## src/rtl/rtc_reg_pkg.sv

```systemverilog
package rtc_reg_pkg;
  localparam int DATA_W  = 32;
  localparam int N_IRQ   = 2;
  localparam int IRQ_SEC = 0;
  localparam int IRQ_ALM = 1;

  localparam int OFS_SET_WR  = 'h00;
  localparam int OFS_SET_RD  = 'h04;
  localparam int OFS_CAL_WR  = 'h08;
  localparam int OFS_CAL_RD  = 'h0C;
  localparam int OFS_CUR_SEC = 'h10;
  localparam int OFS_CUR_TCK = 'h14;
  localparam int OFS_ALARM   = 'h18;
  localparam int OFS_STATUS  = 'h20;
  localparam int OFS_MASK    = 'h24;
  localparam int OFS_ENABLE  = 'h28;
  localparam int OFS_DISABLE = 'h2C;
  localparam int OFS_CTRL    = 'h40;

  localparam int CTRL_BATT_BIT = 31;
  localparam int CTRL_OSC_BIT  = 24;

  typedef enum logic [3:0] {
    RD_NONE, RD_SETTIME, RD_CALIB, RD_CURSEC, RD_TICK,
    RD_ALARM, RD_STATUS, RD_MASK, RD_CTRL
  } rdSel_e;

  typedef struct packed {
    logic wrSetTime;
    logic wrCalib;
    logic wrAlarm;
    logic clrStat;
    logic wrEnable;
    logic wrDisable;
    logic wrCtrl;
  } regStrobe_t;
endpackage

```

## src/rtl/rtc_reg_ctrl.sv

```systemverilog
module rtc_reg_ctrl
  import rtc_reg_pkg::*;
#(
  parameter int ADDR_W = 8
) (
  input  logic              busWrEn,
  input  logic              busRdEn,
  input  logic [ADDR_W-1:0] busAddr,
  output regStrobe_t        strobe,
  output rdSel_e            rdSel
);
  function automatic logic hit(input logic [ADDR_W-1:0] a, input int ofs);
    return a == ADDR_W'(ofs);
  endfunction

  always_comb begin
    strobe           = '0;
    strobe.wrSetTime = busWrEn && hit(busAddr, OFS_SET_WR);
    strobe.wrCalib   = busWrEn && hit(busAddr, OFS_CAL_WR);
    strobe.wrAlarm   = busWrEn && hit(busAddr, OFS_ALARM);
    strobe.clrStat   = busWrEn && hit(busAddr, OFS_STATUS);
    strobe.wrEnable  = busWrEn && hit(busAddr, OFS_ENABLE);
    strobe.wrDisable = busWrEn && hit(busAddr, OFS_DISABLE);
    strobe.wrCtrl    = busWrEn && hit(busAddr, OFS_CTRL);
  end

  always_comb begin
    rdSel = RD_NONE;
    if (busRdEn) begin
      if      (hit(busAddr, OFS_SET_RD))  rdSel = RD_SETTIME;
      else if (hit(busAddr, OFS_CAL_RD))  rdSel = RD_CALIB;
      else if (hit(busAddr, OFS_CUR_SEC)) rdSel = RD_CURSEC;
      else if (hit(busAddr, OFS_CUR_TCK)) rdSel = RD_TICK;
      else if (hit(busAddr, OFS_ALARM))   rdSel = RD_ALARM;
      else if (hit(busAddr, OFS_STATUS))  rdSel = RD_STATUS;
      else if (hit(busAddr, OFS_MASK))    rdSel = RD_MASK;
      else if (hit(busAddr, OFS_CTRL))    rdSel = RD_CTRL;
    end
  end
endmodule

```

## src/rtl/rtc_reg_dp.sv

```systemverilog
module rtc_reg_dp
  import rtc_reg_pkg::*;
#(
  parameter int TICK_W  = 16,
  parameter int CALIB_W = 21
) (
  input  logic              clk,
  input  logic              rstN,
  input  regStrobe_t        strobe,
  input  rdSel_e            rdSel,
  input  logic [DATA_W-1:0] wData,
  output logic [DATA_W-1:0] rData,
  input  logic              secPulse,
  input  logic [DATA_W-1:0] coreSeconds,
  input  logic [TICK_W-1:0] coreTick,
  output logic              coreLoad,
  output logic [DATA_W-1:0] coreLoadVal,
  output logic [CALIB_W-1:0] calibOut,
  output logic              oscEn,
  output logic              battEn,
  output logic              irqSec,
  output logic              irqAlarm
);
  logic [DATA_W-1:0]  setTimeQ, alarmQ;
  logic [CALIB_W-1:0] calibQ;
  logic               loadQ, battQ, oscQ;
  logic [N_IRQ-1:0]   hwSet, statusQ, enQ;

  assign hwSet[IRQ_SEC] = secPulse;
  assign hwSet[IRQ_ALM] = secPulse && (coreSeconds == alarmQ);

  always_ff @(posedge clk) begin
    if (!rstN) begin
      setTimeQ <= '0;
      alarmQ   <= '0;
      calibQ   <= '0;
      loadQ    <= 1'b0;
      battQ    <= 1'b0;
      oscQ     <= 1'b0;
    end else begin
      loadQ <= strobe.wrSetTime;
      if (strobe.wrSetTime) setTimeQ <= wData;
      if (strobe.wrAlarm)   alarmQ   <= wData;
      if (strobe.wrCalib)   calibQ   <= wData[CALIB_W-1:0];
      if (strobe.wrCtrl) begin
        battQ <= wData[CTRL_BATT_BIT];
        oscQ  <= wData[CTRL_OSC_BIT];
      end
    end
  end

  for (genvar gi = 0; gi < N_IRQ; gi++) begin : g_irq
    logic stQ, enBitQ;
    always_ff @(posedge clk) begin
      if (!rstN) begin
        stQ    <= 1'b0;
        enBitQ <= 1'b0;
      end else begin
        if (hwSet[gi])                         stQ <= 1'b1;
        else if (strobe.clrStat && wData[gi])  stQ <= 1'b0;
        if (strobe.wrEnable && wData[gi])      enBitQ <= 1'b1;
        else if (strobe.wrDisable && wData[gi]) enBitQ <= 1'b0;
      end
    end
    assign statusQ[gi] = stQ;
    assign enQ[gi]     = enBitQ;
  end

  assign irqSec      = statusQ[IRQ_SEC] & enQ[IRQ_SEC];
  assign irqAlarm    = statusQ[IRQ_ALM] & enQ[IRQ_ALM];
  assign coreLoad    = loadQ;
  assign coreLoadVal = setTimeQ;
  assign calibOut    = calibQ;
  assign oscEn       = oscQ;
  assign battEn      = battQ;

  always_comb begin
    rData = '0;
    case (rdSel)
      RD_SETTIME: rData = setTimeQ;
      RD_CALIB:   rData = DATA_W'(calibQ);
      RD_CURSEC:  rData = coreSeconds;
      RD_TICK:    rData = DATA_W'(coreTick);
      RD_ALARM:   rData = alarmQ;
      RD_STATUS:  rData = DATA_W'(statusQ);
      RD_MASK:    rData = DATA_W'(enQ);
      RD_CTRL: begin
        rData[CTRL_BATT_BIT] = battQ;
        rData[CTRL_OSC_BIT]  = oscQ;
      end
      default:    rData = '0;
    endcase
  end

  // a set-time write is followed by exactly one load strobe
  p_load_pulse_r2: assert property (@(posedge clk) disable iff (!rstN)
    strobe.wrSetTime |=> coreLoad && (coreLoadVal == $past(wData)));

  // alarm status can only rise on a seconds pulse
  p_alarm_on_pulse_r6: assert property (@(posedge clk) disable iff (!rstN)
    $rose(statusQ[IRQ_ALM]) |-> $past(secPulse));

  // a clear with no competing set drops the bit
  p_clear_r7: assert property (@(posedge clk) disable iff (!rstN)
    (strobe.clrStat && wData[IRQ_SEC] && !secPulse) |=> !statusQ[IRQ_SEC]);

  // a disable write silences the alarm output on the next cycle
  p_disable_r8: assert property (@(posedge clk) disable iff (!rstN)
    (strobe.wrDisable && wData[IRQ_ALM] && !strobe.wrEnable) |=> !irqAlarm);

  // hardware set beats a simultaneous software clear
  p_set_wins_r10: assert property (@(posedge clk) disable iff (!rstN)
    (strobe.clrStat && wData[IRQ_SEC] && secPulse) |=> statusQ[IRQ_SEC]);
endmodule

```

## src/rtl/rtc_reg_front.sv

```systemverilog
module rtc_reg_front
  import rtc_reg_pkg::*;
#(
  parameter int ADDR_W  = 8,
  parameter int TICK_W  = 16,
  parameter int CALIB_W = 21
) (
  input  logic               clk,
  input  logic               rstN,
  input  logic               busWrEn,
  input  logic               busRdEn,
  input  logic [ADDR_W-1:0]  busAddr,
  input  logic [31:0]        busWData,
  output logic [31:0]        busRData,
  input  logic               secPulse,
  input  logic [31:0]        coreSeconds,
  input  logic [TICK_W-1:0]  coreTick,
  output logic               coreLoad,
  output logic [31:0]        coreLoadVal,
  output logic [CALIB_W-1:0] calibOut,
  output logic               oscEn,
  output logic               battEn,
  output logic               irqSec,
  output logic               irqAlarm
);
  regStrobe_t strobe;
  rdSel_e     rdSel;

  rtc_reg_ctrl #(.ADDR_W(ADDR_W)) u_ctrl (
    .busWrEn(busWrEn), .busRdEn(busRdEn), .busAddr(busAddr),
    .strobe(strobe), .rdSel(rdSel)
  );

  rtc_reg_dp #(.TICK_W(TICK_W), .CALIB_W(CALIB_W)) u_dp (
    .clk(clk), .rstN(rstN), .strobe(strobe), .rdSel(rdSel),
    .wData(busWData), .rData(busRData),
    .secPulse(secPulse), .coreSeconds(coreSeconds), .coreTick(coreTick),
    .coreLoad(coreLoad), .coreLoadVal(coreLoadVal), .calibOut(calibOut),
    .oscEn(oscEn), .battEn(battEn), .irqSec(irqSec), .irqAlarm(irqAlarm)
  );
endmodule

```

## config.mk

```make
export PLATFORM = sky130hd
export DESIGN_NAME = rtc_reg_front
export DESIGN_NICKNAME = d
export VERILOG_FILES = /design/src/rtl/rtc_reg_pkg.sv /design/src/rtl/rtc_reg_ctrl.sv /design/src/rtl/rtc_reg_dp.sv /design/src/rtl/rtc_reg_front.sv
export SDC_FILE = /design/constraint.sdc
export NUM_CORES = 1
export LEC_CHECK = 0
export ABC_AREA = 1
export BUFFER_PORTS_ARGS = -buffer_cell sky130_fd_sc_hd__buf_2
export CAP_MARGIN = 20
export CORE_UTILIZATION = 48
export CTS_BUF_LIST = sky130_fd_sc_hd__clkbuf_8
export DETAILED_ROUTE_END_ITERATION = 8
export MAX_ROUTING_LAYER = met4
export PLACE_DENSITY = 0.78
export SKIP_CTS_REPAIR_TIMING = 1
export SYNTH_ARGS = -nofsm -noshare
export SYNTH_HDL_FRONTEND = slang
export SYNTH_SLANG_ARGS = --single-unit
```

## constraint.sdc

```tcl
create_clock -name clk -period 5.78 [get_ports clk]
set_input_delay 1.156 -clock clk [delete_from_list [all_inputs] [get_ports clk]]
set_output_delay 1.156 -clock clk [all_outputs]
set_load 0.005 [all_outputs]
```

==> results.yml, run 1 <==
synth:
  syn_area_per_cell_sq_um: 6.42
  synth_cells: 773
  synthesis.nets: 866
  yosysWarnings: 0
  synth_ff_type: "dfxtp_1"
  syn_area_sq_um: 4960
  synth_edf_count: 0
  synth.distinct_cells: 30
  ys_ff_latch: 92
  ys_async_sr_fraction_pct: 0
  yosysSeqAreaShare_pct: 37.1
timing:
  fin_crit_sh_pct: 76.7
  fin_hold_ws_ns: 0.488
  maxSlewHeadroom_pct: 46.5
  maxSlewViolCount: 0
  hold_viol: 0
  setup_viol: 0
  worst_slack_ns: 1.35
  max_freq_mhz: 226
  setup_tns_ns: 0
  worst_slew_pin_slew_ns: 0.800
  fin_skew_ns: 0.0141
  rsz0062_at_grt: "no"
  min_period_ns: 4.43
place:
  dp_cells: 1058
  portBuffers: 182
  place_congestion: 0.971
  dp_hpwl_microns: 12000
  pre_cts_ws_ns: 1.37
route:
  viasPerCell: 5.43
  dr.pass1.iters: 5
  vias: 5836
  highest_layer: "met4"
  dr_wl_met3_microns: 1570
  drt_iter0_markers: 431
  met2_length_microns: 7660
  ant_nets: 0
  drc: 0
  wl_met1_microns: 7440
  drt_wl_total_microns: 17000
  wl_per_cell_microns: 15.8
floorplanning:
  design.die.area_sq_um: 10700
  die_h_microns: 104
  fp.dieW_microns: 104
  row_count: 36
  ios: 183
  initial_core_util_pct: 50.1
  core_area_sq_um: 9910
clocking:
  cts.path.max_buffers: 2
  cts_tree: "done"
  cts_buffers: 9
  cts_num_sinks: 92
  clk_pin_slew_ns: 0.10
  root_buffer: "clkbuf_8"
  htree_num_levels: 3
  clk_latency_ns: 0.37
critical_path:
  critPathCaptureType: "output pin"
  cp.required_ns: 4.62
  max_stage_delay_ns: 0.57
  arrival_ns: 3.28
  path_class: "primary input to output pin"
  crit_fanout: 19
  start_kind: "primary input"
  crit_chain: "buf_2 -> inv_1 -> nand2_1 -> nor2_2 -> nand2_2 -> nand4_1 -> nand4_1 -> inv_2 -> nand2_1 -> o211ai_1 -> buf_2"
  slowest_stage: "inv_2"
final_layout:
  regArea_sq_um: 1840
  fill_cells: 974
  layout.nets: 1029
  multiInputGateArea_sq_um: 2600
  layout.cells.non_filler: 1075
  syn_to_final_growth_pct: 22.8
  fin_util_pct: 61.5
  drive_above_1_share_pct: 24.5
pwr:
  pwr-share-clk_pct: 36.1
  power.share.switching_pct: 26.6
  peakVddDrop_mv: 0.106
  power_frac_seq_pct: 55.4
  p_int_mw: 0.844
  switching_power_mw: 0.306
  pwr-share-comb_pct: 8.5
  p_leak_nw: 3.16
  power_density_nw_per_um2: 189
grt:
  antenna_found_initial: 1
  grt_use_total_pct: 32.4
  overflow: 0
  first_global_vias: 5158
  grt_pass1_wl_microns: 27100
  grt_max_degree: 89
run_status:
  status: "finished, final reports clean"
flow_run:
  cap_violations: 0
worst_hold_path:
  hp-class: "flop to flop"
-- metal layers --
layer | vias up | GRT usage (%)
met4 | 0 | 9.49
met3 | 21 | 4.47
met1 | 2650 | 43.5
met2 | 328 | 50.9
met5 | - | -
li1 | 2837 | -
-- metrics by stage --
step                      area, sq um  total power, mW
after detailed placement         5910            0.747
after global placement           5910            0.747
after floorplan                  4960            0.690
after global routing             6090             1.19
after CTS                        6090             1.15
final                            6090             1.15
-- critical path: cells and delay by family --
| kind | cells | cell delay [ns] |
|---|---|---|
| AND/OR/NAND/NOR | 6 | 1.09 |
| buffers and inverters | 4 | 0.90 |
| AO/OA/AOI/OAI | 1 | 0.11 |
-- cells in the final DEF, fill, tap and decap left out, drive strengths merged --
master | Yosys | routed
nand3 | 53 | 53
nor2 | 184 | 184
o211ai | 9 | 9
dfxtp | 92 | 92
xor2 | 5 | 5
diode | 0 | 1
o21ai | 102 | 102
a21boi | 1 | 1
o22ai | 14 | 14
clkbuf | 24 | 10
clkinv | 2 | 4
buf | 13 | 189
o2111ai | 2 | 2
a21oi | 58 | 58
inv | 87 | 88
nor3 | 3 | 3
xnor2 | 2 | 2
nand4 | 12 | 12
clkinvlp | 0 | 3
nand2 | 109 | 109
nor4 | 1 | 1
-- power groups by stage --
stage | Combinational, mW | Sequential, mW | Clock (mW)
after global routing | 0.106 | 0.637 | 0.444
after floorplan | 0.0393 | 0.651 | 0
after global placement | 0.0957 | 0.651 | 0
after CTS | 0.0959 | 0.637 | 0.416
final | 0.0978 | 0.637 | 0.416
after detailed placement | 0.0954 | 0.651 | 0
-- state kept, by name, summed over array words and instances, names as in the netlist --
name / count
u_dp.oscEn: 1
u_dp.coreLoadVal: 32
u_dp.calibOut: 21
u_dp.g_irq.stQ: 2
u_dp.g_irq.enBitQ: 2
u_dp.coreLoad: 1
u_dp.alarmQ: 32
u_dp.battEn: 1
-- cells by family (layout without fill, tap and decap cells) --
kind of cell           Yosys count  after routing  synth area share (%)
other                            0              1                     0
AND/OR/NAND/NOR                362            362                  31.2
flip-flops                      92             92                  37.1
AO/OA/AOI/OAI                  186            186                  19.9
buffers and inverters          126            294                  10.5
XOR/XNOR                         7              7                  1.24
-- final timing paths --
path / startpoint / endpoint / slack, ns / cells past startpoint
min reg2reg: u_dp.coreLoadVal[12] / u_dp.coreLoadVal[12] / 0.49 / 2
min: u_dp.coreLoadVal[12] / u_dp.coreLoadVal[12] / 0.49 / 2
max reg2reg: u_dp.alarmQ[1] / u_dp.g_irq[1].stQ / 4.36 / 8
max: busAddr[2] / busRData[23] / 1.35 / 11
-- synthesized netlist by cell type, types with 3 or more instances --
master    instances  area (sq um)
a21oi_1          58           290
buf_2             4          20.0
buf_4             6          45.0
buf_6             3          33.8
clkbuf_1         24          90.1
dfxtp_1          92          1840
inv_1            81           304
inv_2             6          22.5
nand2_1         103           387
nand2_2           4          25.0
nand3_1          49           245
nand3_2           4          40.0
nand4_1          12          75.1
nor2_1          177           664
nor2_2            4          25.0
nor3_1            3          15.0
o211ai_1          9          67.6
o21ai_0          98           490
o22ai_1          14          87.6
xor2_1            5          43.8
-- final cells by class --
class,count,share of cell area [%]
flip-flops and latches,92,30.2
diodes,1,0.0411
repair buffers,189,15.8
well taps,133,2.73
inverters,89,5.48
clock buffers,10,2.26
clock inverters,6,0.780
multi-input cells,555,42.7
Power figures use the tool's default switching activity.
==> run 2: changes to the inputs <==
Settings changed: ABC_AREA 1 to 0.
Clock period 5.78 ns to 4.2 ns, I/O delays scaled along.
==> run 2 against run 1 <==
Routed wire length decreased by 2.2%. First-iteration DRC count shrank 20%. Register-to-register slack worse by 2.1 ns. Sequential power up 37%. Critical path type unchanged. Largest cell class unchanged.
==> results.yml, run 2 <==
clocking:
  cts_buffers: 9
  clk_pin_slew_ns: 0.09
  htree_num_levels: 3
  cts_num_sinks: 92
  cts_tree: "done"
  cts.path.max_buffers: 2
  clk_latency_ns: 0.36
  root_buffer: "clkbuf_8"
synth:
  synth_ff_type: "dfxtp_1"
  yosysWarnings: 0
  yosysMostFrequentCell: "nand2_1"
  synth.area.mux_share_pct: 8.42
  synthesis.nets: 724
  yosys.area.top_type: "dfxtp_1"
  ys_async_sr_fraction_pct: 0
  synth_compound_area_share_pct: 22.0
  synth.area.top_cells: "dfxtp_1, nand2_1, a21boi_1"
  ys_ff_latch: 92
  yosysSeqAreaShare_pct: 36.1
  synth_top_area_share_pct: 36.1
  synth_top_family_by_area: "simple AND/OR/NAND/NOR gates"
  syn_area_sq_um: 5100
  yosys.area_share.simple_pct: 22.8
  synth-xor-area-share_pct: 5.50
  synth_edf_count: 0
  synth_cells: 631
  synth_fa_ha_area_share_pct: 0
  synth.distinct_cells: 50
  synth_commonest_cells: "nand2_1, dfxtp_1, a21boi_1, a21boi_0, mux2i_1"
  syn_area_per_cell_sq_um: 8.08
grt:
  antenna_found_initial: 0
  grt_use_total_pct: 30.5
  first_global_vias: 4983
  grt_pass1_wl_microns: 25600
  overflow: 0
  grt_max_degree: 93
critical_path:
  slowest_stage: "nor2_2"
  crit_fanout: 24
  cp.required_ns: 3.36
  cp_num_buf_inv: 2
  critPathCaptureType: "output pin"
  r2r_slack_ns: 2.26
  path_class: "primary input to output pin"
  arrival_ns: 2.86
  reg2reg_to: "u_dp.g_irq[1].stQ"
  cpMostUsedCell: "buf_2"
  crit_family: "simple AND/OR/NAND/NOR gates"
  crit_chain: "buf_2 -> nand2b_1 -> nor2_2 -> a22oi_1 -> o21ai_0 -> buf_2"
  cp.depth: 6
  start_kind: "primary input"
  rr_worst_depth: 5
  max_stage_delay_ns: 0.69
  r2r-start: "u_dp.alarmQ[12]"
final_layout:
  antenna_cells: 0
  drive_above_1_share_pct: 29.3
  final_common_cell: "nand2_1"
  layout.nets: 881
  layout.cells.non_filler: 929
  syn_to_final_growth_pct: 22.0
  final_cell_mix: "nand2_1, buf_2, dfxtp_1, a21boi_1, a21boi_0"
floorplanning:
  design.die.area_sq_um: 11000
  row_count: 37
  fp.dieW_microns: 105
  die_h_microns: 105
  initial_core_util_pct: 49.4
  core_area_sq_um: 10300
  ios: 183
timing:
  maxSlewHeadroom_pct: 31.0
  max_freq_mhz: 270
  worst_slew_pin_slew_ns: 1.03
  setup_tns_ns: 0
  min_period_ns: 3.70
  maxSlewViolCount: 0
  hold_viol: 0
  fin_skew_ns: 0.00752
  rsz0062_at_grt: "no"
  fin_crit_sh_pct: 88.2
  setup_viol: 0
pwr:
  power_density_nw_per_um2: 260
  p_leak_nw: 2.72
  total_power_mw: 1.62
  peakVddDrop_mv: 0.159
worst_hold_path:
  min_from: "u_dp.coreLoadVal[2]"
  holdPathEnd: "u_dp.coreLoadVal[2]"
  min_delay_path_depth: 2
  hp-class: "flop to flop"
route:
  vias: 5312
  viasPerCell: 5.72
  drt_iter0_markers: 346
  drc: 0
  wl_per_cell_microns: 17.8
  ant_nets: 0
  dr.pass1.iters: 5
  drt_wl_total_microns: 16600
flow_run:
  cap_violations: 0
place:
  dp_cells: 913
  dp_hpwl_microns: 11700
  portBuffers: 182
  place_congestion: 0.863
run_status:
  status: "finished, final reports clean"
## run 2: cell types whose count changed after synthesis, moves of 43 or more
cell / delta
a21boi_1: +59
a21oi_1: -52
inv_1: -70
nand2_1: +82
nand3_1: -43
nor2_1: -162
o21ai_0: -91
## run 2: worst max path at each step
stage	end	from
after detailed placement	busRData[17]	busAddr[3]
after CTS	busRData[17]	busAddr[3]
after floorplan	busRData[0]	busAddr[2]
final	busRData[16]	busAddr[4]
after global placement	busRData[20]	busAddr[3]
after global routing	busRData[17]	busAddr[3]
## run 2: per-stage QoR
step | instance area, sq um | utilization (%) | hold slack [ns] | setup slack, ns
after global routing | 6220 | 60.3 | 0.500 | 0.379
final | 6220 | 60.3 | 0.481 | 0.496
after detailed placement | 6030 | 58.5 | 0.465 | 0.581
after global placement | 6010 | 58.2 | 0.453 | 0.655
after floorplan | 5100 | - | 0.445 | 1.36
after CTS | 6220 | 60.3 | 0.480 | 0.572
## run 2: metal layers
metal	global-route usage [%]	wire length (microns)	vias up
met1	39.7	7040	2525
met5	-	0	-
met4	12.6	412	0
met3	3.43	1220	36
li1	-	-	2488
met2	48.4	7910	263
## run 2: final cells by class
cell class,count,area [sq um]
tap,136,170
clock buffer,11,151
sequential,92,1840
multi-input combinational,484,2990
clock inverter,5,35.0
timing repair buffer,190,991
inverter,11,41.3
fill,928,4100
## run 2: kinds of logic (layout without fill, tap and decap cells)
| logic type | count (synthesis) | in the layout |
|---|---|---|
| AO/OA/AOI/OAI | 152 | 152 |
| XOR/XNOR | 32 | 32 |
| buffers and inverters | 55 | 217 |
| flip-flops | 92 | 92 |
| multiplexers | 41 | 41 |
| AND/OR/NAND/NOR | 259 | 259 |
## run 2: power by group
part | internal (mW) | switching [mW]
clock network | 0.249 | 0.328
logic | 0.0746 | 0.0932
registers | 0.873 | 0.00142
## run 2: worst reg2reg max path, stage by stage, from the launching register on
cell     delay, ns
dfxtp_1       0.35
xor2_1        0.19
nor4_1        0.48
nand4_1       0.20
or4_1         0.55
o21ai_1       0.12
==> run 3: changes to the inputs <==
Settings changed: REMOVE_ABC_BUFFERS from default to 1.
==> run 3 against run 2 <==
Sequential power about the same. Clock power increased by 7.5%. Design area increased by 0.64%. Non-clock buffer count increased by 2. Sequential share of layout area decreased by 0.19 points. Cell count increased by 0.22%. Flip-flop and latch count unchanged. Critical path type unchanged. Highest routed layer unchanged.
==> results.yml, run 3 (synthesized netlist as in run 2, its figures left out) <==
timing:
  maxSlewViolCount: 0
  fin_crit_sh_pct: 85.4
  setup_tns_ns: 0
  hold_viol: 0
  worst_slack_ns: 0.615
  max_freq_mhz: 279
  worst_slew_pin_slew_ns: 1.07
  rsz0062_at_grt: "no"
  setup_viol: 0
  fin_skew_ns: 0.0134
  min_period_ns: 3.58
  fin_hold_ws_ns: 0.473
  maxSlewHeadroom_pct: 28.9
floorplanning:
  fp.dieW_microns: 105
  design.die.area_sq_um: 11000
  ios: 183
  row_count: 37
  die_h_microns: 105
  core_area_sq_um: 10300
  initial_core_util_pct: 49.4
grt:
  overflow: 0
  grt_pass1_wl_microns: 26000
  grt_use_total_pct: 30.6
  first_global_vias: 5110
  antenna_found_initial: 0
  grt_max_degree: 49
final_layout:
  finish.instance_area_sq_um: 6260
  drive_above_1_share_pct: 29.4
  final_common_cell: "nand2_1"
  antenna_cells: 0
  final_cell_mix: "nand2_1, buf_2, dfxtp_1, a21boi_1, a21boi_0"
  syn_to_final_growth_pct: 22.8
  fill_cells: 915
  layout.nets: 883
route:
  met2_length_microns: 7780
  dr_wl_met3_microns: 1650
  drt_iter0_markers: 521
  ant_nets: 0
  drc: 0
  drt_wl_total_microns: 16600
  wl_per_cell_microns: 17.8
  viasPerCell: 5.78
  dr.pass1.iters: 8
  wl_met1_microns: 6720
  highest_layer: "met4"
  vias: 5385
pwr:
  peakVddDrop_mv: 0.146
  pwr-share-clk_pct: 37.3
  pwr-share-comb_pct: 10.1
  power.share.switching_pct: 25.5
  p_leak_nw: 2.74
  p_int_mw: 1.24
  power_frac_seq_pct: 52.6
  power_density_nw_per_um2: 265
  switching_power_mw: 0.423
clocking:
  cts_tree: "done"
  root_buffer: "clkbuf_8"
  cts_num_sinks: 92
  htree_num_levels: 3
  cts_buffers: 9
  clk_pin_slew_ns: 0.10
  cts.path.max_buffers: 2
  clk_latency_ns: 0.37
place:
  dp_hpwl_microns: 11900
  portBuffers: 182
  postPlaceCellArea_sq_um: 6060
  pre_cts_ws_ns: 0.695
  place_congestion: 0.891
critical_path:
  arrival_ns: 2.74
  crit_fanout: 11
  cp.required_ns: 3.36
  start_kind: "primary input"
  path_class: "primary input to output pin"
  critPathCaptureType: "output pin"
flow_run:
  cap_violations: 0
worst_hold_path:
  hp-class: "flop to flop"
run_status:
  status: "finished, final reports clean"
run 3: layout make-up:
class	instances	area, sq um	area share (%)
sequential	92	1840	29.4
timing repair buffer	192	1020	16.3
clock inverter	6	61.3	0.979
multi-input combinational	484	2990	47.8
clock buffer	10	138	2.20
inverter	11	41.3	0.659
tap	136	170	2.72
run 3: power by group through the flow:
stage	clock network, mW	registers, mW	logic (mW)
floorplan	0	0.895	0.0617
finish	0.620	0.875	0.168
detailed placement	0	0.895	0.163
global placement	0	0.895	0.161
global route	0.657	0.875	0.178
CTS	0.618	0.875	0.164
run 3: path summary, 6_finish.rpt:
| path | startpoint | to | slack [ns] | cells after the start |
|---|---|---|---|---|
| setup reg to reg | u_dp.alarmQ[17] | u_dp.g_irq[1].stQ | 2.14 | 5 |
| hold reg to reg | u_dp.coreLoadVal[12] | u_dp.coreLoadVal[12] | 0.47 | 2 |
| hold / removal | u_dp.coreLoadVal[12] | u_dp.coreLoadVal[12] | 0.47 | 2 |
| setup / recovery | busAddr[1] | busRData[1] | 0.62 | 7 |
run 3: worst max-delay path, stage by stage:
cell and delay, ns:
buf_2 0.11, nor2_1 0.26, nand2_1 0.14, nor4_1 0.47, nand2_1 0.45, o2111ai_1 0.30
buf_2 0.18
run 3: layer usage:
layer  up-vias  global-route usage (%)
met5         -                       -
met4         0                    12.6
met3        38                    5.12
met2       329                    48.2
met1      2527                    39.0
li1       2491                       -
run 3: stage by stage:
step           std cells  utilization [%]  power [mW]
2_1_floorplan        587                -       0.956
3_3_place_gp         914             58.5        1.06
3_5_place_dp         915             58.7        1.06
4_1_cts              931             60.6        1.66
5_1_grt              931             60.6        1.71
6_report             931             60.6        1.66
